--- config.mk ---
export PLATFORM = sky130hd
export DESIGN_NAME = opfetch_agu
export DESIGN_NICKNAME = d
export VERILOG_FILES = /design/src/rtl/opf_pkg.sv /design/src/rtl/opf_seq.sv /design/src/rtl/opf_agu.sv /design/src/rtl/opfetch_agu.sv
export SDC_FILE = /design/constraint.sdc
export NUM_CORES = 1
export LEC_CHECK = 0
export ABC_AREA = 1
export BUFFER_PORTS_ARGS = -buffer_cell sky130_fd_sc_hd__buf_2
export CAP_MARGIN = 20
export CORE_AREA = 2 2 134 149
export CTS_CLUSTER_DIAMETER = 200
export DETAILED_ROUTE_END_ITERATION = 16
export DIE_AREA = 0 0 136 151
export PLACE_DENSITY = 0.47
export SYNTH_ARGS = -nofsm -noshare
export SYNTH_HDL_FRONTEND = slang
export SYNTH_SLANG_ARGS = --single-unit
--- constraint.sdc ---
create_clock -name clk -period 3.8 [get_ports clk]
set_input_delay 0.19 -clock clk [delete_from_list [all_inputs] [get_ports clk]]
set_output_delay 0.19 -clock clk [all_outputs]
set_load 0.005 [all_outputs]
--- src/rtl/opf_pkg.sv ---
package opf_pkg;

    typedef enum logic [2:0] {
        AM_INH = 3'd0,
        AM_IMM = 3'd1,
        AM_DIR = 3'd2,
        AM_EXT = 3'd3,
        AM_IX0 = 3'd4,
        AM_IX1 = 3'd5,
        AM_IX2 = 3'd6,
        AM_REL = 3'd7
    } amode_e;

    // most operand bytes any mode carries after the opcode
    localparam int MAX_OPND = 2;
    localparam int CNT_W    = $clog2(MAX_OPND + 1);
    localparam int SLOT_W   = (MAX_OPND > 1) ? $clog2(MAX_OPND) : 1;

    typedef enum logic [1:0] {
        SQ_IDLE  = 2'd0,
        SQ_FETCH = 2'd1,
        SQ_DONE  = 2'd2
    } sq_e;

    function automatic logic [CNT_W-1:0] opnd_count(amode_e m);
        logic [CNT_W-1:0] n;
        case (m)
            AM_INH, AM_IX0: n = CNT_W'(0);
            AM_EXT, AM_IX2: n = CNT_W'(2);
            default:        n = CNT_W'(1);
        endcase
        return n;
    endfunction

endpackage

--- src/rtl/opf_seq.sv ---
module opf_seq
    import opf_pkg::*;
#(
    parameter int DATA_W = 8,
    localparam int ADDR_W = 2 * DATA_W
) (
    input  logic                              clk,
    input  logic                              rst_n,
    input  logic                              start_i,
    input  logic [2:0]                        mode_i,
    input  logic [ADDR_W-1:0]                 pc_i,
    input  logic [DATA_W-1:0]                 idx_i,
    input  logic                              fetch_valid_i,
    input  logic [DATA_W-1:0]                 fetch_data_i,
    output logic [ADDR_W-1:0]                 fetch_addr_o,
    output logic                              fetch_rd_o,
    output logic                              done_o,
    output amode_e                            mode_o,
    output logic [ADDR_W-1:0]                 pc_o,
    output logic [DATA_W-1:0]                 idx_o,
    output logic [MAX_OPND-1:0][DATA_W-1:0]   opnd_o
);

    typedef struct packed {
        sq_e                              st;
        logic [CNT_W-1:0]                 cnt;
        logic [CNT_W-1:0]                 need;
        amode_e                           mode;
        logic [ADDR_W-1:0]                pc;
        logic [DATA_W-1:0]                idx;
        logic [MAX_OPND-1:0][DATA_W-1:0]  opnd;
    } seq_t;

    seq_t seq_d, seq_q;

    always_comb begin
        amode_e           m_in;
        logic [CNT_W-1:0] n_in;
        m_in  = amode_e'(mode_i);
        n_in  = opnd_count(m_in);
        seq_d = seq_q;
        case (seq_q.st)
            SQ_IDLE: begin
                if (start_i) begin
                    seq_d.mode = m_in;
                    seq_d.pc   = pc_i;
                    seq_d.idx  = idx_i;
                    seq_d.cnt  = '0;
                    seq_d.need = n_in;
                    seq_d.opnd = '0;
                    seq_d.st   = (n_in == '0) ? SQ_DONE : SQ_FETCH;
                end
            end
            SQ_FETCH: begin
                if (fetch_valid_i) begin
                    seq_d.opnd[seq_q.cnt[SLOT_W-1:0]] = fetch_data_i;
                    seq_d.cnt = seq_q.cnt + CNT_W'(1);
                    if (seq_q.cnt + CNT_W'(1) == seq_q.need) begin
                        seq_d.st = SQ_DONE;
                    end
                end
            end
            SQ_DONE: begin
                seq_d.st = SQ_IDLE;
            end
            default: begin
                seq_d.st = SQ_IDLE;
            end
        endcase
    end

    always_ff @(posedge clk) begin
        if (!rst_n) begin
            seq_q <= '0;
        end else begin
            seq_q <= seq_d;
        end
    end

    assign fetch_rd_o   = (seq_q.st == SQ_FETCH);
    assign fetch_addr_o = seq_q.pc + ADDR_W'(seq_q.cnt) + ADDR_W'(1);
    assign done_o       = (seq_q.st == SQ_DONE);
    assign mode_o       = seq_q.mode;
    assign pc_o         = seq_q.pc;
    assign idx_o        = seq_q.idx;
    assign opnd_o       = seq_q.opnd;

endmodule

--- src/rtl/opf_agu.sv ---
module opf_agu
    import opf_pkg::*;
#(
    parameter int DATA_W = 8,
    localparam int ADDR_W = 2 * DATA_W
) (
    input  amode_e                            mode_i,
    input  logic [ADDR_W-1:0]                 pc_i,
    input  logic [DATA_W-1:0]                 idx_i,
    input  logic [MAX_OPND-1:0][DATA_W-1:0]   opnd_i,
    output logic [1:0]                        len_o,
    output logic [ADDR_W-1:0]                 next_pc_o,
    output logic [DATA_W-1:0]                 imm_o,
    output logic [ADDR_W-1:0]                 ea_o,
    output logic                              ea_valid_o,
    output logic [ADDR_W-1:0]                 tgt_o,
    output logic                              tgt_valid_o
);

    logic [DATA_W-1:0] hi_b, lo_b;
    logic [ADDR_W-1:0] idx_z, off8_z, off8_s, off16;

    assign hi_b   = opnd_i[0];
    assign lo_b   = opnd_i[1];
    assign idx_z  = {{DATA_W{1'b0}}, idx_i};
    assign off8_z = {{DATA_W{1'b0}}, hi_b};
    assign off8_s = {{DATA_W{hi_b[DATA_W-1]}}, hi_b};
    assign off16  = {hi_b, lo_b};

    assign len_o     = 2'(opnd_count(mode_i)) + 2'd1;
    assign next_pc_o = pc_i + ADDR_W'(len_o);

    always_comb begin
        imm_o       = '0;
        ea_o        = '0;
        ea_valid_o  = 1'b0;
        tgt_o       = '0;
        tgt_valid_o = 1'b0;
        case (mode_i)
            AM_IMM: imm_o = hi_b;
            AM_DIR: begin
                ea_o       = off8_z;
                ea_valid_o = 1'b1;
            end
            AM_EXT: begin
                ea_o       = off16;
                ea_valid_o = 1'b1;
            end
            AM_IX0: begin
                ea_o       = idx_z;
                ea_valid_o = 1'b1;
            end
            AM_IX1: begin
                ea_o       = off8_z + idx_z;
                ea_valid_o = 1'b1;
            end
            AM_IX2: begin
                ea_o       = off16 + idx_z;
                ea_valid_o = 1'b1;
            end
            AM_REL: begin
                tgt_o       = next_pc_o + off8_s;
                tgt_valid_o = 1'b1;
            end
            default: begin
                imm_o = '0;
            end
        endcase
    end

endmodule

--- src/rtl/opfetch_agu.sv ---
module opfetch_agu
    import opf_pkg::*;
#(
    parameter int DATA_W = 8,
    localparam int ADDR_W = 2 * DATA_W
) (
    input  logic              clk,
    input  logic              rst_n,
    input  logic              start_i,
    input  logic [2:0]        mode_i,
    input  logic [ADDR_W-1:0] pc_i,
    input  logic [DATA_W-1:0] idx_i,
    output logic [ADDR_W-1:0] fetch_addr_o,
    output logic              fetch_rd_o,
    input  logic              fetch_valid_i,
    input  logic [DATA_W-1:0] fetch_data_i,
    output logic              done_o,
    output logic [1:0]        len_o,
    output logic [ADDR_W-1:0] next_pc_o,
    output logic [DATA_W-1:0] imm_o,
    output logic [ADDR_W-1:0] ea_o,
    output logic              ea_valid_o,
    output logic [ADDR_W-1:0] tgt_o,
    output logic              tgt_valid_o
);

    amode_e                           cap_mode;
    logic [ADDR_W-1:0]                cap_pc;
    logic [DATA_W-1:0]                cap_idx;
    logic [MAX_OPND-1:0][DATA_W-1:0]  cap_opnd;

    opf_seq #(.DATA_W(DATA_W)) u_seq (
        .clk          (clk),
        .rst_n        (rst_n),
        .start_i      (start_i),
        .mode_i       (mode_i),
        .pc_i         (pc_i),
        .idx_i        (idx_i),
        .fetch_valid_i(fetch_valid_i),
        .fetch_data_i (fetch_data_i),
        .fetch_addr_o (fetch_addr_o),
        .fetch_rd_o   (fetch_rd_o),
        .done_o       (done_o),
        .mode_o       (cap_mode),
        .pc_o         (cap_pc),
        .idx_o        (cap_idx),
        .opnd_o       (cap_opnd)
    );

    opf_agu #(.DATA_W(DATA_W)) u_agu (
        .mode_i      (cap_mode),
        .pc_i        (cap_pc),
        .idx_i       (cap_idx),
        .opnd_i      (cap_opnd),
        .len_o       (len_o),
        .next_pc_o   (next_pc_o),
        .imm_o       (imm_o),
        .ea_o        (ea_o),
        .ea_valid_o  (ea_valid_o),
        .tgt_o       (tgt_o),
        .tgt_valid_o (tgt_valid_o)
    );

endmodule

[Word-level counts from Yosys, hierarchy flattened]
Cells that the tools add are included.
Word-level totals
  bits in registers: 49
  bits in latches: 0
  RAM bits: 0
  memory bits (read-only): 0
  input port bits: 39
  word-level logic and storage cells: 66
  memories kept: 0
Operators by class
  $add $sub $neg: 8
  multipliers: 0
  divide/modulo/power cells: 0
  $lt $le $gt $ge: 2
  eq/ne operators: 16
  shift-type cells: 0
  muxes and demuxes: 18
  bitwise gates (word level): 0
  reductions and logical operators: 14
Operators with widths (number)
  case mux 16 bit (5 select lines): 1
  2-to-1 mux 49 bit: 1
  adder 16 x 2 -> 16 bit: 2
  2-to-1 mux 16 bit: 2
  case mux 16 bit (2 select lines): 1
  equality test 3 bit (second input constant): 6
  adder 16 x 1 -> 16 bit (second input constant): 1
  adder 16 bit: 1
  adder 16 x 8 -> 16 bit: 1
  bitwise mux 16 bit: 1
  2-to-1 mux 8 bit: 2
  case mux 2 bit (2 select lines): 4
  adder 8 x 8 -> 9 bit: 1
  equality test 3 x 2 -> 1 bit (second input constant): 3
  demux 8 bit (select 1 bit): 1
  OR reduction 2 bit: 4
  zero test 3 bit: 2
  AND reduction 3 bit: 2
  OR reduction 5 bit: 1
  adder 2 x 1 -> 2 bit (second input constant): 2
  zero test 2 bit: 2
  2-to-1 mux 2 bit: 2
  2-to-1 mux 4 bit: 1
  inequality test 2 x 1 -> 1 bit (second input constant): 2
  11 further kinds: 12

[Depth between registers and ports, before layout]
Gate-level depths: netlist of run 1.
  depth after elaboration: 7
  mapped depth: 23

[Cells and area by module]
A second synthesis of run 1 with hierarchy kept.
Second synthesis, totals
  cells, all modules: 819
  area, all modules: 5012.3 sq um
Modules (own cells, without submodules)
  opf_seq: instances 1, cells each 352, area an instance 2544.9 sq um, seq. area each 980.9 sq um
  opf_agu: instances 1, cells each 467, area an instance 2467.4 sq um, seq. area each 0.0 sq um

[Worst setup path after synthesis of run 1]
No wires, ideal clock.
  kind: register to output
  start point: reg u_seq.seq_q, in the netlist u_seq.mode_o[2]
  end point: out tgt_o[15]
  arrival: 3.245 ns
  required time: 3.610 ns
  slack: 0.365 ns
  stages on the path, launching flop included: 22
  buffers on the path: 0
  path through: dfxtp_1 inv_2 nor3_4 nor2_1 nand2_1 ha_1 inv_1 fa_1 nor2_1 inv_1 nor2_4 nand3_2 nor2_2 xor2_1 ha_1 nand2_1 inv_1 a21oi_1 nand2_1 a21oi_1 a21oi_1 nor2_1
On the way
  word-level cells in the longest chain between the ends: 7
RTL lines
  start: declaration: line opf_seq.sv:34  | seq_t seq_d, seq_q;
  start signal: assignment: line opf_seq.sv:76  | seq_q <= seq_d;
  equality test 3 x 2 -> 1 bit (tied with other cells): line opf_pkg.sv:27  | case (m)
  OR reduction 2 bit: line opf_pkg.sv:27
  case mux 2 bit (2 select lines) (*): line opf_pkg.sv:27
  adder 2 x 1 -> 2 bit (*): line opf_agu.sv:30  | assign len_o = 2'(opnd_count(mode_i)) + 2'd1;
  net len_o[0]: line opfetch_agu.sv:18  | output logic [1:0] len_o,
  adder 16 x 2 -> 16 bit (*): line opf_agu.sv:31  | assign next_pc_o = pc_i + ADDR_W'(len_o);
  net next_pc_o[14]: line opfetch_agu.sv:19  | output logic [ADDR_W-1:0] next_pc_o,
  adder 16 bit (*): line opf_agu.sv:62  | tgt_o = next_pc_o + off8_s;
  2-to-1 mux 16 bit (*): line opf_agu.sv:39  | case (mode_i)
  end: declaration: line opfetch_agu.sv:23  | output logic [ADDR_W-1:0] tgt_o,
Mark *: on every way through the listed nets, which the timed path passes. The rest lies on a longest branch.

[Worst setup path in the final report of run 1]
  start point: reg u_seq.seq_q, in the netlist u_seq.mode_o[1]
  end point: out tgt_o[15]
On the way
  word-level cells in the longest chain between the ends: 7
RTL lines (line)
  equality test 3 x 2 -> 1 bit (tied with other cells): opf_pkg.sv:27
  OR reduction 2 bit: opf_pkg.sv:27
  case mux 2 bit (2 select lines): opf_pkg.sv:27
  adder 2 x 1 -> 2 bit: opf_agu.sv:30
  adder 16 x 2 -> 16 bit: opf_agu.sv:31
  adder 16 bit: opf_agu.sv:62
  2-to-1 mux 16 bit (*): opf_agu.sv:39
Mark *: on every way between the ends. The rest lies on a longest branch, timed or not.

==> flow_summary.ini, run 1 <==
[pwr]
p_int_mw = 1.06
p_sw_uw = 676
power_frac_seq_pct = 36.9
ir_worst_vdd_mv = 0.170
power_mw = 1.74
combPwrFrac_pct = 37.5
switching_share_pct = 39.0
clkPwrFrac_pct = 25.6
power.density_mw_per_mm2 = 293
total_leakage_power_nw = 2.94

[yosys]
synth.distinct_cells = 44
synth_edf_count = 0
yosysSeqAreaShare_pct = 21.0
syn_nets = 826
yosysWarnings = 0
syn_inst = 747
async_flop_share_pct = 0
syn_area_per_cell_um2 = 6.26
ys_seq_elements = 49
synth.cell_area_mm2 = 0.00467
ys.flop_type = dfxtp_1

[setup_path]
cp-end-kind = output port
slowest_delay_ns = 0.38
arrival_ns = 3.41
path_max_fanout = 6
start_kind = flip-flop
slowest_stage = fa_2
critical_path_class = flip-flop to output port
worstPathRequired_ns = 3.61
worstPathCellList = inv_4 > nor3_4 > nor2_2 > nand2_1 > ha_2 > inv_2 > fa_2 > nor2_4 > inv_2 > nor2_4 > nand3_4 > nor2_4 > xor2_4 > ha_4 > nand2_1 > nand2_1 > a21oi_2 > nand2_1 > a21oi_2 > nand3_2 > nand2_1 > nor2_1 > buf_2
cpMostUsedCell = nand2_1

[floorplan]
dieArea_mm2 = 0.0205
boundaryPins = 117
floorplan.initialDensity_pct = 24.6
chipWidth_um = 136
die_y_um = 151
row_count = 53
core_area_mm2 = 0.0190

[outcome]
status = completed

[placement]
place_congestion = 0.860
dp_slack_ns = 0.0662
dp_hpwl_mm = 13.4
port_buffers = 116

[timing]
slew_violations = 0
hold_violations = 0
fin_ws_ns = 0.196
max_freq_mhz = 277
finClkSkew_ns = 0.00462
tns_ns = 0
relSlewSlack_pct = 52.6
setup_viol = 0
hold_ws_ns = 0.151
fin_crit_ns = 3.60
period_share_pct = 94.8
rsz0062_at_grt = true
tightest_slew_ns = 0.710

[finish]
fin_nets = 948
layout-drive-gt1-share_pct = 24.8
syn_to_final_growth_pct = 26.6
mostFrequentLayoutCell = nand2_1
antenna_cells = 0
final_cell_mix = nand2_1 (171), buf_2 (116), nor2_1 (96)

[clock_network]
cts.sinks = 49
hold_buffers = 0
cts_tree = yes
clk_latency_ns = 0.29
path_clk_slew_ns = 0.07
numCtsBuffers = 5
cts.htree.levels = 2
cts.path.max_buffers = 2
cts_root_buffer = clkbuf_16

[drt]
totalWireLength_mm = 16.0
drt_iter0_drc = 263
via_per_inst = 4.50
num_vias = 5024
ant_nets = 0
first_pass_iters = 4
wl_per_cell_um = 14.3
drcViolationCount = 0

[global_routing]
grt_usage_pct = 15.4
grt_pass1_wl_mm = 24.9
grt_overflow = 0
grt_antenna_before_repair = 0
grt_pass1_vias = 4834
grt_start_max_net_pins = 41

[worst_hold_path]
hp-class = input pin to flip-flop

[flow_run]
max-cap-violations = 0
-- flip-flops by register name (all words and copies together) (netlist names) --
signal        count
u_seq.seq_q       6
u_seq.mode_o      3
u_seq.pc_o       16
u_seq.opnd_o     16
u_seq.idx_o       8
-- worst max-delay path: cells and delay by family (launching register included) --
kind,cells,cell delay [ns]
AND/OR/NAND/NOR,13,1.20
adder cells (fa/ha/maj),3,0.81
flip-flops,1,0.37
buffers and inverters,4,0.28
AO/OA/AOI/OAI,2,0.26
XOR/XNOR,1,0.20
-- power groups by stage --
stage / sequential (mW) / combinational (mW) / clock (mW)
finish: 0.641 / 0.651 / 0.444
CTS: 0.637 / 0.627 / 0.462
global placement: 0.648 / 0.621 / 0
global route: 0.652 / 0.734 / 0.479
floorplan: 0.617 / 0.407 / 0
detailed placement: 0.648 / 0.621 / 0
-- path summary, 6_finish.rpt --
| kind | start | end | slack [ns] | depth (start not counted) |
|---|---|---|---|---|
| worst max-delay path | u_seq.mode_o[1] | tgt_o[15] | 0.20 | 23 |
| worst min-delay path | pc_i[4] | u_seq.pc_o[4] | 0.15 | 3 |
| worst max register to register | u_seq.seq_q[48] | u_seq.mode_o[0] | 2.26 | 4 |
| worst min register to register | u_seq.seq_q[44] | u_seq.seq_q[44] | 0.49 | 2 |
-- area by class of cell --
type	count	area [um^2]
fillers	2177	13100
clock buffers	5	125
multi-input cells	587	3410
flip-flops and latches	49	990
well taps	247	309
inverters	93	353
clock inverters	3	21.3
repair buffers	133	708
-- repair_timing --
item | 4_1_cts | 5_1_grt
hold endpoints to repair | 0 | 0
buffers inserted | 1 | 7
pin swaps | 3 | 15
cloned | 0 | 0
gates resized for setup | 6 | 36
setup endpoints to repair | 8 | 9
-- synthesized netlist by cell type, types with 9 or more instances --
cell	instances	area, um^2
nand2_2	10	62.6
nor2_1	101	379
nand3_1	49	245
nand2_1	174	653
dfxtp_1	49	981
nor3_1	10	50.1
o21ai_0	50	250
clkbuf_1	9	33.8
ha_1	35	438
inv_1	83	312
a21oi_1	67	335
xor2_1	24	210
-- metrics by stage --
| stage | std cells | area, um^2 | util (%) |
|---|---|---|---|
| after floorplan | 747 | 4670 | - |
| after detailed placement | 1101 | 5540 | 29.2 |
| after CTS | 1110 | 5710 | 30.1 |
| after global routing | 1117 | 5920 | 31.2 |
| final | 1117 | 5920 | 31.2 |
| after global placement | 1101 | 5540 | 29.2 |
-- metal layers --
layer,global-route usage (%),up-vias,wire length [um]
li1,-,2667,-
met1,20.0,2247,7310
met2,26.8,96,7670
met3,1.74,14,752
met4,4.38,0,282
met5,0,-,0
-- cells by family (layout without fill, tap and decap cells) --
| group | after synthesis | in the layout | synth area share (%) |
|---|---|---|---|
| simple gates | 373 | 373 | 35.0 |
| compound gates | 143 | 143 | 17.1 |
| buf+inv | 111 | 234 | 9.56 |
| flops | 49 | 49 | 21.0 |
| fa+ha+maj | 40 | 40 | 11.5 |
| xor+xnor | 31 | 31 | 5.81 |
No activity file was read; power rests on OpenSTA's default activity.
==> inputs of run 2 (changes only) <==
--- a/config.mk
+++ b/config.mk
@@ -8,10 +8,10 @@
 export ABC_AREA = 1
 export BUFFER_PORTS_ARGS = -buffer_cell sky130_fd_sc_hd__buf_2
 export CAP_MARGIN = 20
-export CORE_AREA = 2 2 134 149
+export CORE_AREA = 10 10 142 157
 export CTS_CLUSTER_DIAMETER = 200
 export DETAILED_ROUTE_END_ITERATION = 16
-export DIE_AREA = 0 0 136 151
+export DIE_AREA = 0 0 152 167
 export PLACE_DENSITY = 0.47
 export SYNTH_ARGS = -nofsm -noshare
 export SYNTH_HDL_FRONTEND = slang
==> flow_summary.ini, run 2 (synthesis results as in run 1) <==
[outcome]
status = completed

[drt]
totalWireLength_mm = 16.8
num_vias = 5008
wl_per_cell_um = 15.1
ant_nets = 0
drt_iter0_drc = 291
drcViolationCount = 0
first_pass_iters = 4
via_per_inst = 4.49

[floorplan]
row_count = 53
dieArea_mm2 = 0.0254
die_y_um = 167
boundaryPins = 117
chipWidth_um = 152
core_area_mm2 = 0.0190
floorplan.initialDensity_pct = 24.6

[pwr]
total_leakage_power_nw = 2.92
ir_worst_vdd_mv = 0.155
combPwrFrac_pct = 36.1
p_sw_uw = 672
power_mw = 1.80
power.density_mw_per_mm2 = 304
p_int_mw = 1.12
power_frac_seq_pct = 35.6
clkPwrFrac_pct = 28.3
switching_share_pct = 37.4

[placement]
port_buffers = 116
place_congestion = 0.899
dp_hpwl_mm = 14.3
place_area_mm2 = 0.00553
dp.cells = 1100

[global_routing]
grt_start_max_net_pins = 42
grt_pass1_wl_mm = 27.2
grtUsageMet3_pct = 2.27
grt_usage_pct = 12.8
grt_pass1_vias = 5048
groute.layer.met1.usage_pct = 15.9
grt_antenna_before_repair = 1
gr-max-usage-layer = met2
grtUsageMet2_pct = 22.1
grt_overflow = 0

[setup_path]
cp_num_cells = 24
cp-startpoint = u_seq.mode_o[1]
r2r.worst_path.cells = 5
path_max_fanout = 5
slowest_delay_ns = 0.39
r2r-end = u_seq.mode_o[0]
slowest_stage = fa_2
start_kind = flip-flop
critical_path_class = flip-flop to output port
worstPathCellList = inv_6 > nor3_4 > nor2_2 > nand2_1 > ha_2 > inv_2 > fa_2 > nor2_4 > inv_2 > nor2_2 > nand2_1 > xor2_2 > ha_4 > nand2_1 > nand2_1 > nand2_1 > nand2_1 > nand2_1 > nand2_1 > a21oi_2 > nand3_2 > nand2_1 > nor2_2 > buf_2
path_delay_family = simple AND/OR/NAND/NOR gates
cpMostUsedCell = nand2_1
endpoint = tgt_o[15]
arrival_ns = 3.47
reg2reg_from = u_seq.seq_q[48]
reg2reg_slack_ns = 1.87
path_buf_inv = 4
worstPathRequired_ns = 3.61
cp-end-kind = output port

[finish]
antenna_cells = 0
finalNonFillerCells = 1115
mostFrequentLayoutCell = nand2_1
final_cell_mix = nand2_1 (173), buf_2 (116), nor2_1 (95)
layout-drive-gt1-share_pct = 24.4
fill_cells = 2176
final_cell_area_mm2 = 0.00590
fin_nets = 946
syn_to_final_growth_pct = 26.2
final_util_pct = 31.1

[clock_network]
cts_tree = yes
cts.path.max_buffers = 2
path_clk_slew_ns = 0.07
numCtsBuffers = 5
cts.sinks = 49
cts.htree.levels = 2
hold_buffers = 0
clk_latency_ns = 0.29
cts_root_buffer = clkbuf_16

[worst_hold_path]
hp-class = input pin to flip-flop
hold_depth = 3

[timing]
relSlewSlack_pct = 51.9
max_freq_mhz = 273
setup_viol = 0
fin_crit_ns = 3.66
hold_ws_ns = 0.146
tightest_slew_ns = 0.721
slew_violations = 0
period_share_pct = 96.3
finClkSkew_ns = 0.00395
hold_violations = 0
rsz0062_at_grt = true

[flow_run]
max-cap-violations = 0
run 2: through the flow:
step	setup WS, ns	setup TNS, ns
after floorplan	0.365	0
after global placement	0.222	0
after detailed placement	0.124	0
after CTS	0.000200	0
after global routing	-0.120	-0.462
final	0.140	0
run 2: how the worst min path moves through the flow:
stage                          startpoint  slack [ns]         endpoint
after global routing             idx_i[3]        0.16   u_seq.idx_o[3]
after global placement           pc_i[14]        0.45   u_seq.pc_o[14]
after floorplan           fetch_data_i[0]        0.33  u_seq.opnd_o[0]
after CTS                        idx_i[1]        0.14   u_seq.idx_o[1]
final                            idx_i[1]        0.15   u_seq.idx_o[1]
after detailed placement         idx_i[1]        0.45   u_seq.idx_o[1]
run 2: cell type report:
cell class | count | area (um^2) | share of cell area [%]
Sequential cell | 49 | 988 | 16.8
Tap cell | 247 | 309 | 5.24
Clock inverter | 3 | 43.8 | 0.742
Inverter | 93 | 355 | 6.02
Clock buffer | 5 | 125 | 2.12
Timing Repair Buffer | 131 | 693 | 11.7
Multi-Input combinational cell | 587 | 3380 | 57.4
run 2: routing by layer:
layer | wire length, um | vias up
li1 | - | 2674
met1 | 7740 | 2228
met2 | 8130 | 85
met3 | 662 | 19
met4 | 286 | 2
met5 | 13 | -
run 2: timing repair:
action	4_1_cts	5_1_grt
gates resized for setup	3	35
pin swaps	0	18
setup endpoints to repair	7	9
endpoints found under the hold margin	0	0
buffers inserted	0	7
run 2: power groups by stage:
| stage | Sequential [mW] | Clock, mW | Combinational [mW] |
|---|---|---|---|
| floorplan | 0.617 | 0 | 0.407 |
| global placement | 0.648 | 0 | 0.627 |
| detailed placement | 0.649 | 0 | 0.625 |
| CTS | 0.637 | 0.525 | 0.628 |
| global route | 0.652 | 0.545 | 0.743 |
| finish | 0.640 | 0.508 | 0.648 |
run 2: tightest hold or removal path, cell delays in order:
cell and delay [ns]:
buf_2 0.07, o21ai_0 0.07, nor2_1 0.07
==> inputs of run 3 (changes only) <==
--- a/config.mk
+++ b/config.mk
@@ -13,6 +13,7 @@
 export DETAILED_ROUTE_END_ITERATION = 16
 export DIE_AREA = 0 0 152 167
 export PLACE_DENSITY = 0.47
+export SETUP_SLACK_MARGIN = 0.4
 export SYNTH_ARGS = -nofsm -noshare
 export SYNTH_HDL_FRONTEND = slang
 export SYNTH_SLANG_ARGS = --single-unit
==> constraint.sdc (replaced) <==
create_clock -name clk -period 4.3 [get_ports clk]
set_input_delay 0.215 -clock clk [delete_from_list [all_inputs] [get_ports clk]]
set_output_delay 0.215 -clock clk [all_outputs]
set_load 0.005 [all_outputs]
==> flow_summary.ini, run 3 (synthesis results as in run 1) <==
[setup_path]
cp-end-kind = output port
path_max_fanout = 6
reg2reg_from = u_seq.seq_q[48]
r2r.worst_path.cells = 6
cp-startpoint = u_seq.mode_o[1]
arrival_ns = 3.49
critical_path_class = flip-flop to output port
start_kind = flip-flop
worstPathCellList = inv_2 > nor3_4 > nor2_1 > nand2_1 > ha_2 > inv_1 > fa_2 > nor2_4 > inv_2 > nor2_4 > nand3_4 > nor2_4 > xor2_2 > ha_4 > nand2_2 > inv_1 > a21oi_2 > nand2_1 > a21oi_2 > nand3_2 > nand2_1 > nor2_1 > buf_2
slowest_delay_ns = 0.42
slowest_stage = fa_2
r2r-end = u_seq.mode_o[0]
worstPathRequired_ns = 4.09
endpoint = tgt_o[15]
reg2reg_slack_ns = 2.38

[clock_network]
path_clk_slew_ns = 0.06
cts.path.max_buffers = 2
cts.htree.levels = 2
numCtsBuffers = 5
cts_root_buffer = clkbuf_16
cts.sinks = 49
cts_tree = yes
clk_latency_ns = 0.29

[global_routing]
grt_overflow = 0
grt_antenna_before_repair = 1
grt_start_max_net_pins = 42
grt_pass1_wl_mm = 26.8
grt_usage_pct = 12.7
grt_pass1_vias = 4910

[finish]
fin_nets = 937
antenna_cells = 0
ff_latch_area_um2 = 992
layout-drive-gt1-share_pct = 22.7
final_util_pct = 30.5
fill_cells = 2226
final_cell_area_mm2 = 0.00578
final_cell_mix = nand2_1 (172), buf_2 (116), nor2_1 (97)
syn_to_final_growth_pct = 23.7
mostFrequentLayoutCell = nand2_1
multi_input_area_mm2 = 0.00336

[worst_hold_path]
hp-class = input pin to flip-flop

[floorplan]
row_count = 53
die_y_um = 167
chipWidth_um = 152
core_area_mm2 = 0.0190
boundaryPins = 117
floorplan.initialDensity_pct = 24.6
dieArea_mm2 = 0.0254

[timing]
slew_violations = 0
hold_violations = 0
setup_viol = 0
rsz0062_at_grt = true
finClkSkew_ns = 0.00561
hold_ws_ns = 0.177
tightest_slew_ns = 0.688
max_freq_mhz = 270
period_share_pct = 86.2
relSlewSlack_pct = 54.1
fin_crit_ns = 3.71
tns_ns = 0

[drt]
wl_per_cell_um = 15.1
num_vias = 5017
via_per_inst = 4.54
drcViolationCount = 0
drt_iter0_drc = 240
ant_nets = 0
first_pass_iters = 4
totalWireLength_mm = 16.7

[pwr]
ir_worst_vdd_mv = 0.139
total_leakage_power_nw = 2.86
power.density_mw_per_mm2 = 259

[placement]
place_area_mm2 = 0.00551
place_congestion = 0.870
port_buffers = 116
dp_hpwl_mm = 14.3

[outcome]
status = completed

[flow_run]
max-cap-violations = 0
-- run 3: power breakdown --
part           total (mW)  leakage [nW]  switching, mW  internal, mW
combinational       0.553          2.39          0.348         0.205
sequential          0.566         0.404         0.0693         0.497
clock               0.377        0.0641          0.161         0.216
total                1.50          2.86          0.578         0.918
-- run 3: repair_timing --
| item | CTS | global route |
|---|---|---|
| hold buffers | 0 | 0 |
| setup endpoints to repair | 5 | 9 |
| hold endpoints to repair | 0 | 0 |
| buffers inserted | 0 | 1 |
| pin swaps | 0 | 10 |
| resized for setup | 5 | 27 |
-- run 3: final cells by class --
class                   instances  area share (%)
multi-input cells             587            58.2
clock buffers                   7            2.29
flip-flops and latches         49            17.2
well taps                     247            5.35
repair buffers                122            10.8
clock inverters                 1           0.130
inverters                      93            6.06
-- run 3: worst min path at each step --
stage	start	cells after the start	slack [ns]	to
after floorplan	fetch_data_i[0]	2	0.36	u_seq.opnd_o[0]
after global placement	idx_i[3]	3	0.47	u_seq.idx_o[3]
after detailed placement	idx_i[3]	3	0.48	u_seq.idx_o[3]
after CTS	idx_i[3]	3	0.17	u_seq.idx_o[3]
after global routing	idx_i[3]	3	0.18	u_seq.idx_o[3]
final	idx_i[3]	3	0.18	u_seq.idx_o[3]
-- run 3: metrics by stage --
stage / std cells / total power, mW / setup slack, ns
final: 1106 / 1.50 / 0.595
after CTS: 1105 / 1.51 / 0.419
after global routing: 1106 / 1.61 / 0.355
after floorplan: 747 / 0.904 / 0.840
after global placement: 1097 / 1.12 / 0.631
after detailed placement: 1097 / 1.12 / 0.555
-- run 3: worst max-delay path, delay by kind of cell, from the launching register on --
family / cells / cell delay, ns
flops: 1 / 0.36
compound gates: 2 / 0.29
simple gates: 12 / 1.10
fa+ha+maj: 3 / 0.85
xor+xnor: 1 / 0.23
buf+inv: 5 / 0.36
-- run 3: layer usage --
layer | vias to the layer above | routed length [um] | track usage, %
li1 | 2655 | - | -
met1 | 2239 | 7680 | 16.0
met2 | 100 | 7960 | 21.6
met3 | 21 | 673 | 1.80
met4 | 2 | 374 | 4.36
met5 | - | 13 | 0
